File: config.mk
export PLATFORM = sky130hd
export DESIGN_NAME = irq_flag_unit
export DESIGN_NICKNAME = d
export VERILOG_FILES = /design/src/rtl/irq_flag_unit.sv
export SDC_FILE = /design/constraint.sdc
export NUM_CORES = 1
export LEC_CHECK = 0
export ABC_AREA = 1
export BUFFER_PORTS_ARGS = -buffer_cell sky130_fd_sc_hd__clkbuf_2
export CAP_MARGIN = 20
export CORE_UTILIZATION = 50
export DETAILED_ROUTE_END_ITERATION = 10
export PLACE_DENSITY = 0.72
export SETUP_SLACK_MARGIN = 0.05
export SYNTH_ARGS = -nofsm -noshare
export SYNTH_HDL_FRONTEND = slang
export SYNTH_SLANG_ARGS = --single-unit
export TNS_END_PERCENT = 20
File: constraint.sdc
create_clock -name clk -period 2.4 [get_ports clk]
set_clock_uncertainty 0.2 [all_clocks]
set_input_delay 0.12 -clock clk [delete_from_list [all_inputs] [get_ports clk]]
set_output_delay 0.12 -clock clk [all_outputs]
set_load 0.01 [all_outputs]
File: src/rtl/irq_flag_unit.sv
module irq_flag_unit #(
  parameter int NCH      = 4,
  parameter int WD_LIMIT = 64
) (
  input  logic                 clk,
  input  logic                 rst_n,
  input  logic [NCH-1:0]       cmp_hi,
  input  logic [NCH-1:0]       cmp_lo,
  input  logic [NCH-1:0]       mod_clk,
  input  logic                 mie,
  input  logic [NCH-1:0]       ie_hi,
  input  logic [NCH-1:0]       ie_lo,
  input  logic [NCH-1:0]       fail_ie,
  input  logic                 irq_rd,
  output logic [3*NCH-1:0]     flags,
  output logic                 irq
);
  localparam int NFLG = 3 * NCH;
  localparam int CW   = $clog2(WD_LIMIT + 1);

  logic [NCH-1:0] sync1, sync2, sync3;
  logic [NCH-1:0] mclk_rise, wd_fail;
  logic [CW-1:0]  wd_cnt [NCH];

  always_ff @(posedge clk or negedge rst_n) begin
    if (!rst_n) begin
      sync1 <= '0;
      sync2 <= '0;
      sync3 <= '0;
    end else begin
      sync1 <= mod_clk;
      sync2 <= sync1;
      sync3 <= sync2;
    end
  end

  assign mclk_rise = sync2 & ~sync3;

  for (genvar ch = 0; ch < NCH; ch++) begin : g_wd
    always_ff @(posedge clk or negedge rst_n) begin
      if (!rst_n)                             wd_cnt[ch] <= '0;
      else if (mclk_rise[ch])                 wd_cnt[ch] <= '0;
      else if (wd_cnt[ch] != CW'(WD_LIMIT))   wd_cnt[ch] <= wd_cnt[ch] + 1'b1;
    end
    assign wd_fail[ch] = (wd_cnt[ch] == CW'(WD_LIMIT));

    // a fresh edge always leaves the channel healthy
    a_r8_edge_clears_fail: assert property (@(posedge clk) disable iff (!rst_n)
      mclk_rise[ch] |=> !wd_fail[ch]);
  end

  logic [NFLG-1:0] src_all, en_all, set_v, clr_v;
  assign src_all = {wd_fail, cmp_lo, cmp_hi};
  assign en_all  = {fail_ie, ie_lo, ie_hi};
  assign set_v   = src_all & en_all & {NFLG{mie}};
  assign clr_v   = {NFLG{irq_rd}} & ~src_all;

  always_ff @(posedge clk or negedge rst_n) begin
    if (!rst_n) flags <= '0;
    else        flags <= set_v | (flags & ~clr_v);
  end

  assign irq = |flags;

  for (genvar i = 0; i < NFLG; i++) begin : g_chk
    a_r3_set_needs_enables: assert property (@(posedge clk) disable iff (!rst_n)
      $rose(flags[i]) |-> $past(mie && en_all[i] && src_all[i]));
    a_r5_active_holds: assert property (@(posedge clk) disable iff (!rst_n)
      (flags[i] && src_all[i]) |=> flags[i]);
    a_r6_clear_needs_read: assert property (@(posedge clk) disable iff (!rst_n)
      $fell(flags[i]) |-> $past(irq_rd && !src_all[i]));
  end
endmodule

After elaboration in Yosys (flattened, before gate mapping) --
Cells that the tools add are included.
Word-level totals: word-level logic and storage cells 42, output and inout port bits 13, register bits 52, input port bits 28
Operators by class: $add $sub $neg 4, equal/unequal tests 8, reductions and logical operators 5, multiplexer cells 8, bitwise logic cells 9
Operators by type and width (number):
- 7-bit two-way mux | 8
- 12-bit AND | 4
- 7-bit by 1-bit adder with 7-bit output, second input constant | 4
- 7-bit equality test, second input constant | 4
- 7-bit inequality test, second input constant | 4
- 12-bit inverter | 2
- 12-bit OR | 1
- 12-bit OR reduction | 1
- 2-bit nonzero test | 4
- 4-bit AND | 1
- 4-bit inverter | 1

Logic depth before layout (Yosys ltp) --
word-level depth 6, depth in mapped cells 8, mapped depth without buffers 8

Worst setup path after synthesis --
OpenSTA, ideal clock, no wires.
kind register -> register, start register wd_cnt[7] in the netlist's numbering, end register wd_cnt[7] in the netlist's numbering, required time 2082 ps, data arrival time 1014 ps, setup time 118 ps, clock period less this slack 1332 ps, buffers on the path 0, path slack 1068 ps, cell stages (with the launch flop) 8, cell sequence dfrtp_1 -> inv_1 -> ha_1 -> inv_1 -> nor2_2 -> nand3_1 -> nand3_1 -> nand2_1
On the way: longest elaborated chain between the ends 3, elaborated cells on any way between the ends 5
Ends and longest elaborated chain:
- from (decl) | line 23 | logic [CW-1:0] wd_cnt [NCH];
- from (signal, indexed assignment) | line 41 | if (!rst_n) wd_cnt[ch] <= '0;
- from (signal, indexed assignment) | line 42 | else if (mclk_rise[ch]) wd_cnt[ch] <= '0;
- 7-bit by 1-bit adder with 7-bit output | line 43 | else if (wd_cnt[ch] != CW'(WD_LIMIT)) wd_cnt[ch] <= wd_cnt[ch] + 1'b1;
- 7-bit two-way mux | line 43
- 7-bit two-way mux | line 42
Parallel ways exist; a longest one is shown, timed or not. The select of a mux whose other input is x is not followed. A chain may end at the register's enable or synchronous reset.

Worst setup path after layout --
start input port ie_lo[1], end register flags[5]
On the way: longest elaborated chain between the ends 3
Ends and longest elaborated chain:
- from (decl) | line 12 | input logic [NCH-1:0] ie_lo,
- 12-bit AND (2 in a row) | line 55 | assign set_v = src_all & en_all & {NFLG{mie}};
- 12-bit OR | line 60 | else flags <= set_v | (flags & ~clr_v);
- to (signal assigned) | line 60
- to (decl) | line 15 | output logic [3*NCH-1:0] flags,
Every way passes these cells.

==> reports/metrics.csv <==
stage;metric;value;unit
status;result of the run;finished, final reports clean;
job;max-capacitance violation count;0;
min_path;count of cells along the worst hold path;3;
cts;insertion delay of the later-clocked pin in the worst-skew pair;0.30;ns
sta;achievable frequency;0.4818;GHz
grt;global-route total usage across every layer;23.88;%
die;starting density of the core;51.89;%
die;number of placement rows;25;
route;antenna-violating nets left;0;
route;via/cell ratio;5.120;
power;combinational share of power;22.7;%
route;number of remaining DRC errors;0;
finish;Diodes inserted;0;
placed_design;HPWL Detailed;3.391;mm
placed_design;worst slack at placement;0.9381;ns
worst_setup_path;Reg-to-Reg Start;wd_cnt[21];
sta;Worst-Margin Slew;0.6237;ns
finish;post-route standard cell area excluding fillers;0.003124;mm²
worst_setup_path;crit path kind;in -> reg;
sta;fin worst setup slack;0.3243;ns
sta;post-layout min period;2.076;ns
worst_setup_path;reg-to-reg endpoint;flags[8];
cts;clock root buffer;clkbuf_8;
logic_synthesis;number of warning messages in the yosys log;0;
route;Iter 0 DRT Violations;121;
worst_setup_path;crit path capture type;register;
worst_setup_path;flop2flop setup slack;0.57;ns
cts;clock tree from TritonCTS;built;
power;Cell Int Power;1.416;mW
worst_setup_path;slowest stage cell, crit path;dlygate4sd3_1;
power;power spent charging and discharging nets;0.6787;mW
route;routed wire length per instance;13.08;µm
worst_setup_path;arrival time at the worst endpoint;2.06;ns
die;I/O pin total;41;
placed_design;placed cell count;376;
die;horizontal extent of the die;71.79;µm
logic_synthesis;Syn Area/Cell;8.604;µm²
sta;Final Hold Fails;0;
worst_setup_path;highest fanout seen on the critical path;1;
logic_synthesis;prevailing post-synth register cell;dfrtp_1;
placed_design;placed standard-cell area;0.002706;mm²
finish;final non-filler cell total;417;
grt;initial antenna violation count;0;
logic_synthesis;Mapped Area;0.002435;mm²
power;leakage power;1.557;nW
cts;CTS sink cnt;52;
die;overall die area;0.005153;mm²
logic_synthesis;Seq/Total Area, Yosys;53.44;%
logic_synthesis;number of enable-type register cells in the synthesized netlist;0;
cts;number of buffers added by the clock tree synthesis step;5;
worst_setup_path;required time worst endpoint;2.38;ns
die;standard cell core area;0.004692;mm²
cts;number of H-tree levels;2;
finish;synthesis-to-finish area growth;28.31;%
finish;nets;399;
finish;core utilization of the finished layout;66.59;%
route;Routed Wire Length;5.453;mm
cts;Reg clk slew, reported paths;0.09;ns
sta;total setup violations reported at the end of the flow;0;
sta;max_slew headroom;58.42;%
sta;number of pins with negative max-slew slack in the final report;0;
placed_design;Placer Congestion;0.8761;
worst_setup_path;largest stage delay on the critical path;0.57;ns
worst_setup_path;buffer and inverter count on the worst path;4;
route;vias;2135;
placed_design;input/output buffers;40;
worst_setup_path;crit path launch type;input port;
grt;wire length of the first global-routing pass;9.390;mm
sta;final cycle utilization of the critical path;86.49;%
worst_setup_path;worst-path cell chain;dlygate4sd3_1 > clkbuf_2 > nand3_1 > dlygate4sd3_1 > nand2_1 > dlygate4sd3_1;
grt;vias in the first global route;2097;
logic_synthesis;async set-or-reset flop fraction in the synthesized netlist;100.0;%
power;post-layout power;2.095;mW
grt;largest net degree at the start of global routing;31;
logic_synthesis;Distinct cells, synth;24;
worst_setup_path;CP most frequent cell;dlygate4sd3_1;
route;first-pass detailed-route iteration total;4;
power;clock share of power;22.4;%
worst_setup_path;crit-path leading delay family;buffers and inverters;
cts;maximum root-to-sink buffer count;2;
logic_synthesis;flops & latches, synth;52;
logic_synthesis;Syn Inst Count;283;
min_path;type of the worst min-delay path;in -> reg;
power;switching fraction of total power;32.40;%
power;sequential group share of total power;54.9;%
sta;setup TNS;0;ns
finish;fraction of final layout cells sized beyond drive strength 1;20.11;%
sta;setup repair after global routing missed its margin;no;
sta;post-route worst hold slack;0.1487;ns
power;P per Cell Area;670.5;mW/mm²
worst_setup_path;Crit. path cell count;6;
worst_setup_path;Reg2Reg Depth;7;
power;Worst IR Drop VDD;0.4346;mV
worst_setup_path;Worst setup startpoint;ie_lo[1];
worst_setup_path;Critical path destination;flags[5];
die;Die Height;71.79;µm
logic_synthesis;Synth Net Count;319;
grt;Congestion Overflow GR;0;
[Yosys cell counts, types with 4 or more instances]
master | number | area, µm²
nor2_1 | 33 | 123.9
nand3_1 | 31 | 155.2
nand2_2 | 5 | 31.28
dfrtp_1 | 52 | 1301
nand4_1 | 5 | 31.28
o21ai_0 | 12 | 60.06
o21ai_1 | 4 | 20.02
ha_1 | 8 | 100.1
a21oi_1 | 8 | 40.04
inv_1 | 32 | 120.1
nor3_1 | 4 | 20.02
nand2_1 | 58 | 217.7
nor2_2 | 14 | 87.58
[worst reg2reg max path, delay by kind of cell (launching register included)]
family / cells / cell delay, ns
buffers and inverters: 3 / 0.73
flip-flops: 1 / 0.42
adder cells (fa/ha/maj): 1 / 0.14
AO/OA/AOI/OAI: 1 / 0.12
AND/OR/NAND/NOR: 2 / 0.15
[cells in the final DEF (no fill, tap or decap), types with 2 or more instances in the layout]
| cell type | Yosys | final |
|---|---|---|
| nand2_1 | 58 | 58 |
| dfrtp_1 | 52 | 52 |
| clkbuf_2 | 0 | 40 |
| dlygate4sd3_1 | 0 | 34 |
| nor2_1 | 33 | 33 |
| inv_1 | 32 | 32 |
| nand3_1 | 31 | 31 |
| nor2_2 | 14 | 14 |
| o21ai_0 | 12 | 12 |
| a21oi_1 | 8 | 8 |
| ha_1 | 8 | 8 |
| nand2_2 | 5 | 5 |
| nand4_1 | 5 | 5 |
| clkbuf_8 | 0 | 5 |
| o21ai_1 | 4 | 4 |
| nor3_1 | 4 | 4 |
| inv_2 | 3 | 3 |
| xor2_1 | 3 | 3 |
| nand3_2 | 2 | 2 |
| o22ai_1 | 2 | 2 |
[timing repair]
action / 4_1_cts / 5_1_grt
resized for setup: 0 / 0
setup buffers: 0 / 0
endpoints found under the hold margin: 38 / 0
hold buffers: 34 / 0
[registers in the layout, indices dropped and copies added, names as in the netlist]
| name | count |
|---|---|
| sync1 | 4 |
| sync2 | 4 |
| wd_cnt | 28 |
| sync3 | 4 |
| flags | 12 |
[cell type report]
class                      count  area (µm²)
tap                           54       67.56
inverter                      35       131.4
timing repair buffer          75       560.5
clock buffer                   6       72.57
sequential                    52        1301
clock inverter                 1       5.005
multi-input combinational    194       985.9
fill                         384        1568
[layer usage]
metal,wire [µm],track usage [%]
met3,256,4.923
met5,0,0
met4,131,8.497
met1,2419,30.26
met2,2646,40.78
[worst min path at each step]
stage | startpoint | endpoint
finish | mie | flags[11]
global route | sync1[0] | sync2[0]
CTS | mie | flags[11]
detailed placement | rst_n | sync3[2]
global placement | rst_n | sync3[2]
floorplan | rst_n | flags[0]
[power by group through the flow]
stage | logic, mW | clock network (mW) | registers [mW]
after floorplan | 0.315 | 0 | 1.13
final | 0.475 | 0.470 | 1.15
after global routing | 0.544 | 0.514 | 1.17
after detailed placement | 0.414 | 0 | 1.16
after global placement | 0.400 | 0 | 1.16
after CTS | 0.469 | 0.479 | 1.14
[cell families after synthesis]
family,Yosys count,share of synthesized area (%)
simple gates,155,29.19
fa+ha+maj,8,4.111
buf+inv,37,6.064
compound gates,27,5.756
xor+xnor,4,1.439
flops,52,53.44
(Power assumes the default switching activity.)
